--- config.mk ---
export PLATFORM = sky130hd
export DESIGN_NAME = lpdir_ctrl
export DESIGN_NICKNAME = d
export VERILOG_FILES = /design/src/rtl/lpdir_pkg.sv /design/src/rtl/lpdir_ptrs.sv /design/src/rtl/lpdir_invq.sv /design/src/rtl/lpdir_ctrl.sv
export SDC_FILE = /design/constraint.sdc
export NUM_CORES = 1
export LEC_CHECK = 0
export ABC_AREA = 1
export CELL_PAD_IN_SITES_DETAIL_PLACEMENT = 0
export CELL_PAD_IN_SITES_GLOBAL_PLACEMENT = 2
export CORE_MARGIN = 5
export CORE_UTILIZATION = 37
export CTS_BUF_LIST = sky130_fd_sc_hd__clkbuf_16
export DETAILED_ROUTE_END_ITERATION = 6
export GPL_TIMING_DRIVEN = 1
export PLACE_DENSITY_LB_ADDON = 0.1
export SYNTH_ARGS = -nofsm -noshare
export SYNTH_HDL_FRONTEND = slang
export SYNTH_HIERARCHICAL = 1
export SYNTH_SLANG_ARGS = --single-unit
export TNS_END_PERCENT = 1
--- constraint.sdc ---
create_clock -name clk -period 5.1 [get_ports clk]
set_clock_uncertainty 0.05 [all_clocks]
set_input_delay 0.765 -clock clk [delete_from_list [all_inputs] [get_ports clk]]
set_output_delay 0.765 -clock clk [all_outputs]
set_load 0.005 [all_outputs]
--- src/rtl/lpdir_pkg.sv ---
package lpdir_pkg;
  typedef enum logic [1:0] {
    ST_RO = 2'd0,
    ST_RW = 2'd1,
    ST_RT = 2'd2,
    ST_WT = 2'd3
  } dir_state_e;

  typedef enum logic [2:0] {
    RQ_READ    = 3'd0,
    RQ_WRITE   = 3'd1,
    RQ_REPLACE = 3'd2,
    RQ_UPDATE  = 3'd3,
    RQ_ACK     = 3'd4
  } req_kind_e;

  typedef enum logic [1:0] {
    MS_RDATA = 2'd0,
    MS_WDATA = 2'd1,
    MS_INV   = 2'd2,
    MS_BUSY  = 2'd3
  } msg_kind_e;
endpackage

--- src/rtl/lpdir_ptrs.sv ---
module lpdir_ptrs #(
  parameter int NPTR   = 4,
  parameter int NODE_W = 6,
  parameter int CNT_W  = 3
) (
  input  logic [NPTR-1:0]             ptr_v,
  input  logic [NPTR-1:0][NODE_W-1:0] ptr_id,
  input  logic [NODE_W-1:0]           node,
  output logic                        hit,
  output logic [NPTR-1:0]             free_vec,
  output logic                        full,
  output logic [NPTR-1:0]             others,
  output logic [CNT_W-1:0]            others_cnt,
  output logic [NODE_W-1:0]           first_id
);
  logic [NPTR-1:0] hit_vec;
  logic            seen_free;

  always_comb begin
    hit_vec    = '0;
    free_vec   = '0;
    seen_free  = 1'b0;
    others_cnt = '0;
    first_id   = '0;
    for (int k = 0; k < NPTR; k++) begin
      hit_vec[k] = ptr_v[k] && (ptr_id[k] == node);
      if (!ptr_v[k] && !seen_free) begin
        free_vec[k] = 1'b1;
        seen_free   = 1'b1;
      end
    end
    others = ptr_v & ~hit_vec;
    for (int k = 0; k < NPTR; k++)
      others_cnt = others_cnt + CNT_W'(others[k]);
    for (int k = NPTR - 1; k >= 0; k--)
      if (ptr_v[k]) first_id = ptr_id[k];
  end

  assign hit  = |hit_vec;
  assign full = &ptr_v;
endmodule

--- src/rtl/lpdir_invq.sv ---
module lpdir_invq #(
  parameter int NPTR   = 4,
  parameter int NODE_W = 6
) (
  input  logic                        clk,
  input  logic                        rst,
  input  logic                        load,
  input  logic [NPTR-1:0]             load_mask,
  input  logic [NPTR-1:0][NODE_W-1:0] load_ids,
  input  logic                        pop,
  output logic                        busy,
  output logic [NODE_W-1:0]           head_id
);
  logic [NPTR-1:0]             mask_q;
  logic [NPTR-1:0][NODE_W-1:0] ids_q;

  always_ff @(posedge clk) begin
    if (rst) begin
      mask_q <= '0;
      ids_q  <= '0;
    end else if (load) begin
      mask_q <= load_mask;
      ids_q  <= load_ids;
    end else if (pop) begin
      mask_q <= mask_q & (mask_q - NPTR'(1));
    end
  end

  always_comb begin
    head_id = '0;
    for (int k = NPTR - 1; k >= 0; k--)
      if (mask_q[k]) head_id = ids_q[k];
  end

  assign busy = |mask_q;


  pop_busy_chk: assert property (@(posedge clk) disable iff (rst)
    pop |-> busy);


  load_idle_chk: assert property (@(posedge clk) disable iff (rst)
    load |-> !busy);


  pop_shrink_chk: assert property (@(posedge clk) disable iff (rst)
    (pop && !load) |=> ($countones(mask_q) == $countones($past(mask_q)) - 1));
endmodule

--- src/rtl/lpdir_ctrl.sv ---
module lpdir_ctrl #(
  parameter int NODE_W = 6,
  parameter int BLK_W  = 2,
  parameter int NPTR   = 4,
  parameter int CTR_W  = NODE_W + 1
) (
  input  logic              clk,
  input  logic              rst,
  input  logic              req_valid,
  output logic              req_ready,
  input  logic [2:0]        req_kind,
  input  logic [NODE_W-1:0] req_src,
  input  logic [BLK_W-1:0]  req_blk,
  output logic              out_valid,
  input  logic              out_ready,
  output logic [1:0]        out_kind,
  output logic [NODE_W-1:0] out_dst,
  output logic [BLK_W-1:0]  out_blk,
  output logic              trap_pulse,
  output logic              trap_cause,
  output logic [NODE_W-1:0] trap_node,
  output logic [BLK_W-1:0]  trap_blk,
  input  logic              cfg_we,
  input  logic [BLK_W-1:0]  cfg_blk,
  input  logic [1:0]        cfg_state,
  input  logic              cfg_trapmode,
  input  logic [CTR_W-1:0]  cfg_ctr,
  input  logic              cfg_node_en,
  input  logic [NODE_W-1:0] cfg_node
);
  import lpdir_pkg::*;

  localparam int NBLK  = 1 << BLK_W;
  localparam int CNT_W = $clog2(NPTR + 1);

  // per-block directory table
  dir_state_e                  t_state [NBLK];
  logic                        t_trap  [NBLK];
  logic [CTR_W-1:0]            t_ctr   [NBLK];
  logic [NPTR-1:0]             t_pv    [NBLK];
  logic [NPTR-1:0][NODE_W-1:0] t_pid   [NBLK];

  dir_state_e                  cur_state, nx_state;
  logic                        cur_trap;
  logic [CTR_W-1:0]            cur_ctr, nx_ctr;
  logic [NPTR-1:0]             cur_pv, nx_pv;
  logic [NPTR-1:0][NODE_W-1:0] cur_pid, nx_pid;

  logic              hit, full;
  logic [NPTR-1:0]   free_vec, others;
  logic [CNT_W-1:0]  others_cnt;
  logic [NODE_W-1:0] owner;

  logic              accept, o_ld, trap_ld, trap_c, iq_ld, iq_busy, iq_pop;
  msg_kind_e         o_kind;
  logic [NODE_W-1:0] o_dst, iq_head;
  logic [BLK_W-1:0]  inv_blk;

  assign cur_state = t_state[req_blk];
  assign cur_trap  = t_trap[req_blk];
  assign cur_ctr   = t_ctr[req_blk];
  assign cur_pv    = t_pv[req_blk];
  assign cur_pid   = t_pid[req_blk];

  lpdir_ptrs #(.NPTR(NPTR), .NODE_W(NODE_W), .CNT_W(CNT_W)) u_ptrs (
    .ptr_v(cur_pv), .ptr_id(cur_pid), .node(req_src),
    .hit(hit), .free_vec(free_vec), .full(full),
    .others(others), .others_cnt(others_cnt), .first_id(owner)
  );

  lpdir_invq #(.NPTR(NPTR), .NODE_W(NODE_W)) u_invq (
    .clk(clk), .rst(rst), .load(iq_ld && accept), .load_mask(others),
    .load_ids(cur_pid), .pop(iq_pop), .busy(iq_busy), .head_id(iq_head)
  );

  assign req_ready = !cfg_we && !iq_busy && (!out_valid || out_ready);
  assign accept    = req_valid && req_ready;
  assign iq_pop    = iq_busy && (!out_valid || out_ready);

  // next-entry decision for the addressed block
  always_comb begin
    nx_state = cur_state;
    nx_ctr   = cur_ctr;
    nx_pv    = cur_pv;
    nx_pid   = cur_pid;
    o_ld     = 1'b0;
    o_kind   = MS_RDATA;
    o_dst    = req_src;
    trap_ld  = 1'b0;
    trap_c   = 1'b0;
    iq_ld    = 1'b0;
    unique case (cur_state)
      ST_RO: begin
        if (req_kind == RQ_READ) begin
          if (hit) begin
            o_ld = 1'b1;
          end else if (!full) begin
            nx_pv = cur_pv | free_vec;
            for (int k = 0; k < NPTR; k++)
              if (free_vec[k]) nx_pid[k] = req_src;
            o_ld = 1'b1;
          end else begin
            trap_ld = 1'b1;
          end
        end else if (req_kind == RQ_WRITE) begin
          if (cur_trap) begin
            trap_ld = 1'b1;
            trap_c  = 1'b1;
          end else begin
            nx_pv     = NPTR'(1);
            nx_pid[0] = req_src;
            if (others_cnt == '0) begin
              nx_state = ST_RW;
              o_ld     = 1'b1;
              o_kind   = MS_WDATA;
            end else begin
              nx_state = ST_WT;
              nx_ctr   = CTR_W'(others_cnt);
              iq_ld    = 1'b1;
            end
          end
        end
      end
      ST_RW: begin
        if (req_kind == RQ_READ || req_kind == RQ_WRITE) begin
          o_ld = 1'b1;
          if (req_src == owner) begin
            o_kind = (req_kind == RQ_READ) ? MS_RDATA : MS_WDATA;
          end else begin
            o_kind    = MS_INV;
            o_dst     = owner;
            nx_ctr    = CTR_W'(1);
            nx_pv     = NPTR'(1);
            nx_pid[0] = req_src;
            nx_state  = (req_kind == RQ_READ) ? ST_RT : ST_WT;
          end
        end else if (req_kind == RQ_REPLACE && req_src == owner) begin
          nx_pv    = '0;
          nx_state = ST_RO;
        end
      end
      ST_RT, ST_WT: begin
        if (req_kind == RQ_READ || req_kind == RQ_WRITE) begin
          o_ld   = 1'b1;
          o_kind = MS_BUSY;
        end else if (req_kind == RQ_UPDATE || req_kind == RQ_ACK) begin
          if (cur_state == ST_WT && req_kind == RQ_ACK && cur_ctr > CTR_W'(1)) begin
            nx_ctr = cur_ctr - CTR_W'(1);
          end else begin
            o_ld     = 1'b1;
            o_dst    = owner;
            nx_ctr   = '0;
            o_kind   = (cur_state == ST_WT) ? MS_WDATA : MS_RDATA;
            nx_state = (cur_state == ST_WT) ? ST_RW : ST_RO;
          end
        end
      end
      default: ;
    endcase
  end

  // table update
  always_ff @(posedge clk) begin
    if (rst) begin
      for (int b = 0; b < NBLK; b++) begin
        t_state[b] <= ST_RO;
        t_trap[b]  <= 1'b0;
        t_ctr[b]   <= '0;
        t_pv[b]    <= '0;
        t_pid[b]   <= '0;
      end
    end else if (cfg_we) begin
      t_state[cfg_blk]    <= dir_state_e'(cfg_state);
      t_trap[cfg_blk]     <= cfg_trapmode;
      t_ctr[cfg_blk]      <= cfg_ctr;
      t_pv[cfg_blk]       <= cfg_node_en ? NPTR'(1) : '0;
      t_pid[cfg_blk][0]   <= cfg_node;
    end else if (accept) begin
      t_state[req_blk] <= nx_state;
      t_ctr[req_blk]   <= nx_ctr;
      t_pv[req_blk]    <= nx_pv;
      t_pid[req_blk]   <= nx_pid;
    end
  end

  // output stage and trap register
  always_ff @(posedge clk) begin
    if (rst) begin
      out_valid  <= 1'b0;
      out_kind   <= '0;
      out_dst    <= '0;
      out_blk    <= '0;
      inv_blk    <= '0;
      trap_pulse <= 1'b0;
      trap_cause <= 1'b0;
      trap_node  <= '0;
      trap_blk   <= '0;
    end else begin
      if (accept && o_ld) begin
        out_valid <= 1'b1;
        out_kind  <= o_kind;
        out_dst   <= o_dst;
        out_blk   <= req_blk;
      end else if (iq_pop) begin
        out_valid <= 1'b1;
        out_kind  <= MS_INV;
        out_dst   <= iq_head;
        out_blk   <= inv_blk;
      end else if (out_ready) begin
        out_valid <= 1'b0;
      end
      if (accept && iq_ld) inv_blk <= req_blk;
      trap_pulse <= accept && trap_ld;
      if (accept && trap_ld) begin
        trap_cause <= trap_c;
        trap_node  <= req_src;
        trap_blk   <= req_blk;
      end
    end
  end


  out_hold_chk: assert property (@(posedge clk) disable iff (rst)
    (out_valid && !out_ready) |=> (out_valid && $stable(out_kind) &&
                                  $stable(out_dst) && $stable(out_blk)));


  inv_start_chk: assert property (@(posedge clk) disable iff (rst)
    (accept && iq_ld) |=> (iq_busy && !out_valid && !req_ready));


  busy_reply_chk: assert property (@(posedge clk) disable iff (rst)
    (accept && (req_kind == RQ_READ || req_kind == RQ_WRITE) &&
     (cur_state == ST_RT || cur_state == ST_WT)) |=> (out_valid && out_kind == MS_BUSY));


  overflow_trap_chk: assert property (@(posedge clk) disable iff (rst)
    (accept && req_kind == RQ_READ && cur_state == ST_RO && !hit && full)
      |=> (trap_pulse && !trap_cause && !out_valid));


  trap_on_write_chk: assert property (@(posedge clk) disable iff (rst)
    (accept && req_kind == RQ_WRITE && cur_state == ST_RO && cur_trap)
      |=> (trap_pulse && trap_cause && !out_valid));


  cfg_block_chk: assert property (@(posedge clk) disable iff (rst)
    cfg_we |-> !accept);
endmodule

# Word-level counts from Yosys, hierarchy flattened
# Memories as Yosys holds them, arrays and structs flattened.
# Cells that the tools add are included.
totals:
  regBits: 51
  latch_bits: 0
  mem_bits_rw: 152
  rom_bits: 0
  inputBits: 35
  out_inout_bits: 22
  elab_cells: 237
  memories: 5
op_classes:
  n_addsub: 5
  n_mul: 0
  div_mod_pow: 0
  n_lt_le_gt_ge: 1
  eq_ne: 12
  shift: 0
  muxes: 149
  bitwise_logic: 4
  reduce_logical: 47
memory_table:
  columns: ["name", "depth", "width", "read_ports", "rd_ports_with_merged_regs", "write_ports", "line_no", "source"]
  rows:
  - ["t_pid", 4, 24, 1, 0, 4, "lpdir_ctrl.sv:41", "logic [NPTR-1:0][NODE_W-1:0] t_pid [NBLK];"]
  - ["t_ctr", 4, 7, 1, 0, 4, "lpdir_ctrl.sv:39", "logic [CTR_W-1:0] t_ctr [NBLK];"]
  - ["t_pv", 4, 4, 1, 0, 4, "lpdir_ctrl.sv:40", "logic [NPTR-1:0] t_pv [NBLK];"]
  - ["t_state", 4, 2, 1, 0, 4, "lpdir_ctrl.sv:37", "dir_state_e t_state [NBLK];"]
  - ["t_trap", 4, 1, 1, 0, 4, "lpdir_ctrl.sv:38", "logic t_trap [NBLK];"]
ops:
  columns: ["operator", "count"]
  rows:
  - ["$mux 6", 24]
  - ["$mux 24", 4]
  - ["$mux 7", 11]
  - ["$mux 2", 30]
  - ["$mux 1", 59]
  - ["$mux 4", 12]
  - ["$reduce_or 24->1", 2]
  - ["$mux 18", 2]
  - ["$eq 6x6->1", 5]
  - ["$pmux 6 s2", 2]
  - ["$pmux 7 s3", 1]
  - ["$logic_and 1x1->1", 17]
  - ["$reduce_or 4->1", 4]
  - ["$reduce_or 7->1", 2]
  - ["$pmux 2 s3", 2]
  - ["$and 4x4->4", 2]
  - ["$logic_not 1->1", 8]
  - ["$pmux 4 s2", 1]
  - ["$gt 7x1->1 const B", 1]
  - ["$sub 7x1->7 const B", 1]
  - ["$add 3x1->3", 2]
  - ["$eq 3x2->1 const B", 2]
  - ["$logic_not 3->1", 2]
  - ["$reduce_or 2->1", 3]
  - ["15 further kinds", 19]

# Logic depth before layout (Yosys ltp)
# Gate-level depths: netlist of the first run.
# An unclocked memory read counts as a cell.
logic_depth:
  word_depth: 16
  ltp_mapped: 28
  mapped_depth_nobuf: 24

# Hierarchy
# Netlist of the first run, hierarchy kept.
by_module_without_submodules:
  columns: ["mod", "instances", "cells_per_inst", "area_each_um2"]
  rows:
  - ["lpdir_ctrl", 1, 1006, 8869.8]
  - ["lpdir_invq", 1, 181, 1260.0]
  - ["lpdir_ptrs", 1, 169, 747.0]

# Worst setup path before layout of the first run
# OpenSTA, ideal clock, no wires.
synth_timing:
  path_kind: "input to register"
  start: "input req_blk[0]"
  end: "register u_invq.mask_q[1]"
  setup_time_ns: 0.122
  t_arrival_ns: 4.074
  setup_slack_ns: 0.854
  path_stages: 22
  path_buffers: 4
  path_cell_list: "inv_2 -> buf_4 -> buf_2 -> buf_2 -> nand2_1 -> a32oi_1 -> xor2_1 -> nor2_1 -> nand3_1 -> nand2_1 -> fa_1 -> inv_1 -> ha_1 -> ha_1 -> inv_1 -> nand2_1 -> nand2_1 -> nor2_1 -> inv_2 -> buf_6 -> o21ai_2 -> a21oi_2"
synth_lines:
  columns: ["item", "line_no", "source"]
  rows:
  - ["start: declaration", "lpdir_ctrl.sv:13", "input logic [BLK_W-1:0] req_blk,"]
  - ["end signal: assignment", "lpdir_invq.sv:22", "mask_q <= load_mask;"]
  - ["end signal: assignment", "lpdir_invq.sv:25", "mask_q <= mask_q & (mask_q - NPTR'(1));"]
  - ["end: declaration", "lpdir_invq.sv:14", "logic [NPTR-1:0] mask_q;"]

==> results.toml, run 1 <==
[status]
run_status = "completed"

[routing]
drcViolationCount = 0
dr.pass1.iters = 5
totalWireLength_um = 34900
ant_nets = 0
detail_route.wl_per_cell_um = 18.8
drt-vias-per-instance = 5.09
drt_iter0_markers = 661
vias = 9442

[floorplan]
fp.dieArea_mm2 = 0.0329
effective_utilization_at_floorplan = 0.377
number_of_standard_cell_rows_in_the_floorplan = 62
placeableCoreArea_mm2 = 0.0289
die_w_um = 181
die_y_um = 181
ioPinCount = 57

[placement]
buffer_ports.inserted = 56
dpl.hpwl_um = 25200
gp_routability_congestion = 0.857

[cts]
postCtsHoldBufs = 0
max-clock-path-buffers = 3
tritoncts_num_sinks = 203
post_cts_resized = 0
tritoncts = "done"
cts.htree.levels = 1
numCtsBuffers = 25
cts_clk_pin_slew_worst_paths_ps = 50
worst_skew_pair.late_latency_ps = 520
post-cts-setup-buffers = 0
cts_root_buf = "sky130_fd_sc_hd__clkbuf_16"

[yosys]
synth.area.top_cells = "sky130_fd_sc_hd__edfxtp_1, sky130_fd_sc_hd__nand2_1, sky130_fd_sc_hd__dfxtp_1"
avgSynthCellArea_um2 = 8.02
synth_top_cell_by_area = "sky130_fd_sc_hd__edfxtp_1"
ys_async_sr_fraction = 0
synthCells = 1356
synth-seq-cells = 203
synth_area_mm2 = 0.0109
synth-edff-count = 152
synth_ff_type = "sky130_fd_sc_hd__edfxtp_1"
yosys.area.top_type_share = 0.420
syn_nets = 1396
netlist-cell-type-count = 43
yosysWarningCount = 6
synth-seq-area-share = 0.514

[timing]
finalHoldViolCount = 0
post-route-period-util = 0.868
grt_setup_unrepaired = "no"
worstMarginPinSlew_ps = 839
max_slew_margin = 0.439
timing.setup.tns_ps = 0
setup-violations-final = 0
maxSlewViolCount = 0
fmaxAchievable_mhz = 226
hold-worst-slack_ps = 412
layout_min_cycle_time_ps = 4430

[job]
max_cap_violations = 0

[global_routing]
grt_start_max_net_pins = 38
grt_pass1_wl_um = 54700
grt_use_total = 0.209
grt_pass1_vias = 9319
global_route.overflow_total = 0
grt_antenna_before_repair = 0

[critical_path]
worst_path_maximum_fanout = 37
setup.worst_path.end_class = "flip-flop"
required_ps = 5310
timing.critical_path.arrival_ps = 4630
crit_path_start_kind = "input pin"
worst-setup-path-type = "input pin to flip-flop"

[power_and_ir_drop]
cellLeakagePower_nw = 5.36
power_density_mw_per_mm2 = 318
peak_supply_drop_mv = 0.228
totalPowerFinal_mw = 4.10

[layout]
number_of_antenna_diodes = 0
syn2layout_area_growth_pct = 18.6
drive_above_1_share = 0.117
finalNetCount = 1497

[hold_path]
timing.hold.worst.class = "flip-flop to flip-flop"
==> cell usage after synthesis (21+ instances only) <==
| master | instances |
|---|---|
| sky130_fd_sc_hd__a21oi_1 | 90 |
| sky130_fd_sc_hd__buf_2 | 21 |
| sky130_fd_sc_hd__clkbuf_1 | 21 |
| sky130_fd_sc_hd__dfxtp_1 | 51 |
| sky130_fd_sc_hd__edfxtp_1 | 152 |
| sky130_fd_sc_hd__inv_1 | 100 |
| sky130_fd_sc_hd__inv_2 | 31 |
| sky130_fd_sc_hd__nand2_1 | 337 |
| sky130_fd_sc_hd__nand3_1 | 56 |
| sky130_fd_sc_hd__nor2_1 | 248 |
| sky130_fd_sc_hd__o21ai_0 | 75 |
| sky130_fd_sc_hd__o21ai_1 | 24 |
==> per-stage QoR <==
step	utilization	cells	area, µm²	setup slack (ps)
after floorplan	-	1356	10900	854
after global placement	0.423	1814	12200	226
after detailed placement	0.423	1814	12200	159
after CTS	0.447	1855	12900	698
after global routing	0.447	1855	12900	329
final	0.447	1855	12900	674
==> sequential cells by signal, indices dropped and copies added (netlist names), 4 cells and up <==
register	cells
out_dst	6
t_ctr	28
t_pid	96
t_pv	16
t_state	8
t_trap	4
trap_node	6
u_invq/ids_q	24
u_invq/mask_q	4
==> area by class of cell <==
| type | count | area (µm²) |
|---|---|---|
| Fill cell | 3025 | 16000 |
| Sequential cell | 203 | 5590 |
| Multi-Input combinational cell | 961 | 4480 |
| Timing Repair Buffer | 133 | 1160 |
| Clock buffer | 25 | 626 |
| Inverter | 133 | 499 |
| Tap cell | 384 | 480 |
| Clock inverter | 16 | 75.1 |
==> cell usage in the layout, fill, tap and decap left out, types with 24 or more instances in the layout <==
| master | instances |
|---|---|
| sky130_fd_sc_hd__o21ai_1 | 24 |
| sky130_fd_sc_hd__edfxtp_1 | 152 |
| sky130_fd_sc_hd__a21oi_1 | 90 |
| sky130_fd_sc_hd__nand2_1 | 337 |
| sky130_fd_sc_hd__buf_4 | 75 |
| sky130_fd_sc_hd__inv_2 | 31 |
| sky130_fd_sc_hd__inv_1 | 106 |
| sky130_fd_sc_hd__nand3_1 | 56 |
| sky130_fd_sc_hd__o21ai_0 | 75 |
| sky130_fd_sc_hd__dfxtp_1 | 51 |
| sky130_fd_sc_hd__clkdlybuf4s50_1 | 55 |
| sky130_fd_sc_hd__clkbuf_16 | 25 |
| sky130_fd_sc_hd__nor2_1 | 248 |
==> layer usage <==
metal / part of all wire / GRT usage / vias up
li1: - / - / 4709
met4: 0.023 / 0.0429 / 0
met3: 0.044 / 0.0254 / 48
met2: 0.49 / 0.370 / 203
met1: 0.44 / 0.279 / 4482
met5: 0 / 0 / -
==> worst paths after layout <==
path | from | end | slack (ps) | cells past startpoint
hold reg to reg | out_kind[0] | out_kind[0] | 410 | 2
setup reg to reg | t_pid[1][11] | t_ctr[3][2] | 1320 | 20
hold / removal | out_kind[0] | out_kind[0] | 410 | 2
setup / recovery | req_blk[1] | t_ctr[3][2] | 670 | 23
==> worst max-delay path, cell delays in order <==
cell and delay (ps):
sky130_fd_sc_hd__clkdlybuf4s50_1 430, sky130_fd_sc_hd__inv_2 90, sky130_fd_sc_hd__buf_12 210, sky130_fd_sc_hd__a21oi_1 60, sky130_fd_sc_hd__a32oi_1 420, sky130_fd_sc_hd__nand2_1 100, sky130_fd_sc_hd__nand2_1 80, sky130_fd_sc_hd__nor2_1 40
sky130_fd_sc_hd__nand3_1 130, sky130_fd_sc_hd__nand2_1 120, sky130_fd_sc_hd__fa_1 550, sky130_fd_sc_hd__inv_1 40, sky130_fd_sc_hd__ha_1 180, sky130_fd_sc_hd__ha_1 280, sky130_fd_sc_hd__inv_1 50, sky130_fd_sc_hd__nand2_1 140
sky130_fd_sc_hd__nand3_1 120, sky130_fd_sc_hd__nand2_1 100, sky130_fd_sc_hd__nand2_1 100, sky130_fd_sc_hd__a22oi_1 170, sky130_fd_sc_hd__nand2_1 70, sky130_fd_sc_hd__a21boi_1 280, sky130_fd_sc_hd__inv_1 80
==> kinds of logic after synthesis <==
kind of cell | share of synthesized area
AND/OR/NAND/NOR | 0.253
AO/OA/AOI/OAI | 0.143
flip-flops | 0.514
buffers and inverters | 0.0748
XOR/XNOR | 0.00966
adder cells (fa/ha/maj) | 0.00644
==> where the power goes <==
| group | switching [mW] | internal (mW) | leakage [nW] |
|---|---|---|---|
| Clock | 0.657 | 0.879 | 0.366 |
| Combinational | 0.446 | 0.223 | 3.01 |
| Sequential | 0.0232 | 1.87 | 1.99 |
Power figures use the tool's default switching activity.
==> inputs of run 2 (changes only) <==
--- a/config.mk
+++ b/config.mk
@@ -8,7 +8,6 @@
 export ABC_AREA = 1
 export CELL_PAD_IN_SITES_DETAIL_PLACEMENT = 0
 export CELL_PAD_IN_SITES_GLOBAL_PLACEMENT = 2
-export CORE_MARGIN = 5
 export CORE_UTILIZATION = 37
 export CTS_BUF_LIST = sky130_fd_sc_hd__clkbuf_16
 export DETAILED_ROUTE_END_ITERATION = 6
==> run 2 against run 1 <==
  * Total power up 5.4%
  * Setup slack worse by 100 ps
  * Critical path depth unchanged
  * Via count about the same
  * Sequential share of layout area down 0.50 points
  * Critical endpoint unchanged
==> results.toml, run 2 (same netlist as run 1, synthesis figures left out) <==
[layout]
number_of_antenna_diodes = 0
fin_util = 0.454
finalNetCount = 1500
largest_reg_flops = 96
drive_above_1_share = 0.124
layout.cells.most_common = "sky130_fd_sc_hd__nand2_1"
largestRegisters = "t_pid (96), t_ctr (28), u_invq/ids_q (24)"
final_cell_mix = "sky130_fd_sc_hd__nand2_1, sky130_fd_sc_hd__nor2_1, sky130_fd_sc_hd__edfxtp_1"
syn2layout_area_growth_pct = 20.0
register_bank_with_the_most_flops = "t_pid"

[floorplan]
die_y_um = 173
ioPinCount = 57
die_w_um = 173
effective_utilization_at_floorplan = 0.378
number_of_standard_cell_rows_in_the_floorplan = 62
fp.dieArea_mm2 = 0.0301
placeableCoreArea_mm2 = 0.0288

[placement]
dpl.hpwl_um = 24700
buffer_ports.inserted = 56
gp_routability_congestion = 0.864

[routing]
drcViolationCount = 0
totalWireLength_um = 35200
vias = 9433
dr.pass1.iters = 5
ant_nets = 0
detail_route.wl_per_cell_um = 18.9
drt_iter0_markers = 566
drt-vias-per-instance = 5.06

[critical_path]
crit_path_start_kind = "input pin"
worst_path_max_stage_delay_ps = 540
crit_chain = "clkdlybuf4s50_1 > inv_2 > buf_12 > a21oi_1 > a32oi_1 > nand2_1 > nand2_1 > nor2_1 > nand3_1 > nand2_1 > fa_1 > inv_1 > ha_1 > ha_1 > inv_1 > nand2_1 > nand3_1 > nand2_1 > nand2_1 > a22oi_1 > nand2_1 > a21boi_1 > inv_1"
worst_path_maximum_fanout = 29
required_ps = 5320
worstRegToRegCells = 20
critical-path-slowest-cell = "sky130_fd_sc_hd__fa_1"
timing.reg2reg.setup_slack_ps = 1240
timing.critical_path.arrival_ps = 4750
setup.worst_path.end_class = "flip-flop"
crit_top_cell = "sky130_fd_sc_hd__nand2_1"
worst-setup-path-type = "input pin to flip-flop"

[cts]
numCtsBuffers = 25
cts_root_buf = "sky130_fd_sc_hd__clkbuf_16"
postCtsHoldBufs = 0
cts_clk_pin_slew_worst_paths_ps = 60
tritoncts = "done"
max-clock-path-buffers = 3
worst_skew_pair.late_latency_ps = 540
post_cts_resized = 0
post-cts-setup-buffers = 0
tritoncts_num_sinks = 203
cts.htree.levels = 1

[power_and_ir_drop]
cellLeakagePower_nw = 5.43
power_density_mw_per_mm2 = 331
peak_supply_drop_mv = 0.273

[global_routing]
grt_start_max_net_pins = 36
grt_antenna_before_repair = 0
grt_pass1_wl_um = 54300
global_route.overflow_total = 0
grt_pass1_vias = 9153
grt_use_total = 0.237

[timing]
fmaxAchievable_mhz = 221
post-route-period-util = 0.888
hold-worst-slack_ps = 415
grt_setup_unrepaired = "no"
maxSlewViolCount = 0
timing.setup.tns_ps = 0
max_slew_margin = 0.346
finalHoldViolCount = 0
layout_min_cycle_time_ps = 4530
worstMarginPinSlew_ps = 975
setup-violations-final = 0

[hold_path]
timing.hold.worst.class = "flip-flop to flip-flop"
whs_path_depth = 2

[status]
run_status = "completed"

[job]
max_cap_violations = 0
-- run 2: cell count changes in the layout (fill, tap and decap cells not counted) --
cell,change
sky130_fd_sc_hd__buf_12,+1
sky130_fd_sc_hd__buf_4,+2
sky130_fd_sc_hd__bufinv_16,+3
sky130_fd_sc_hd__clkinv_1,-3
sky130_fd_sc_hd__clkinv_2,+1
sky130_fd_sc_hd__clkinv_4,+2
sky130_fd_sc_hd__clkinvlp_4,+1
sky130_fd_sc_hd__inv_6,+2
sky130_fd_sc_hd__inv_8,-1
-- run 2: worst paths after layout --
check	startpoint	end
setup / recovery	req_blk[1]	t_ctr[3][2]
hold / removal	out_kind[0]	out_kind[0]
setup reg to reg	t_pid[1][23]	t_ctr[3][2]
hold reg to reg	out_kind[0]	out_kind[0]
-- run 2: final cells by class --
class	instances	area, µm²
fillers	2976	15700
multi-input cells	961	4480
inverters	133	499
repair buffers	136	1190
flip-flops and latches	203	5590
clock inverters	21	190
clock buffers	25	626
well taps	384	480
-- run 2: per-layer routing --
layer | global-route usage | up-vias | part of all wire
li1 | - | 4724 | -
met1 | 0.311 | 4434 | 0.44
met2 | 0.420 | 228 | 0.49
met3 | 0.0241 | 47 | 0.045
met4 | 0.0509 | 0 | 0.019
met5 | 0 | - | 0
-- run 2: power breakdown --
part	internal (mW)	leakage, nW	total (mW)	switching [mW]
registers	1.87	1.99	1.89	0.0234
logic	0.225	3.03	0.674	0.449
clock network	1.05	0.419	1.76	0.709
-- run 2: through the flow --
stage               cells  instance area [µm²]  setup slack [ps]  power (mW)
finish               1863                13100               569        4.32
global route         1863                13100               232        4.50
CTS                  1863                13100               575        4.35
detailed placement   1817                12200              62.8        2.60
global placement     1817                12200               138        2.60
floorplan            1356                10900               854        2.31
-- run 2: critical path: cells and delay by family --
family / cells / cell delay (ps)
simple gates: 10 / 1050
buf+inv: 6 / 950
fa+ha+maj: 3 / 990
compound gates: 4 / 960
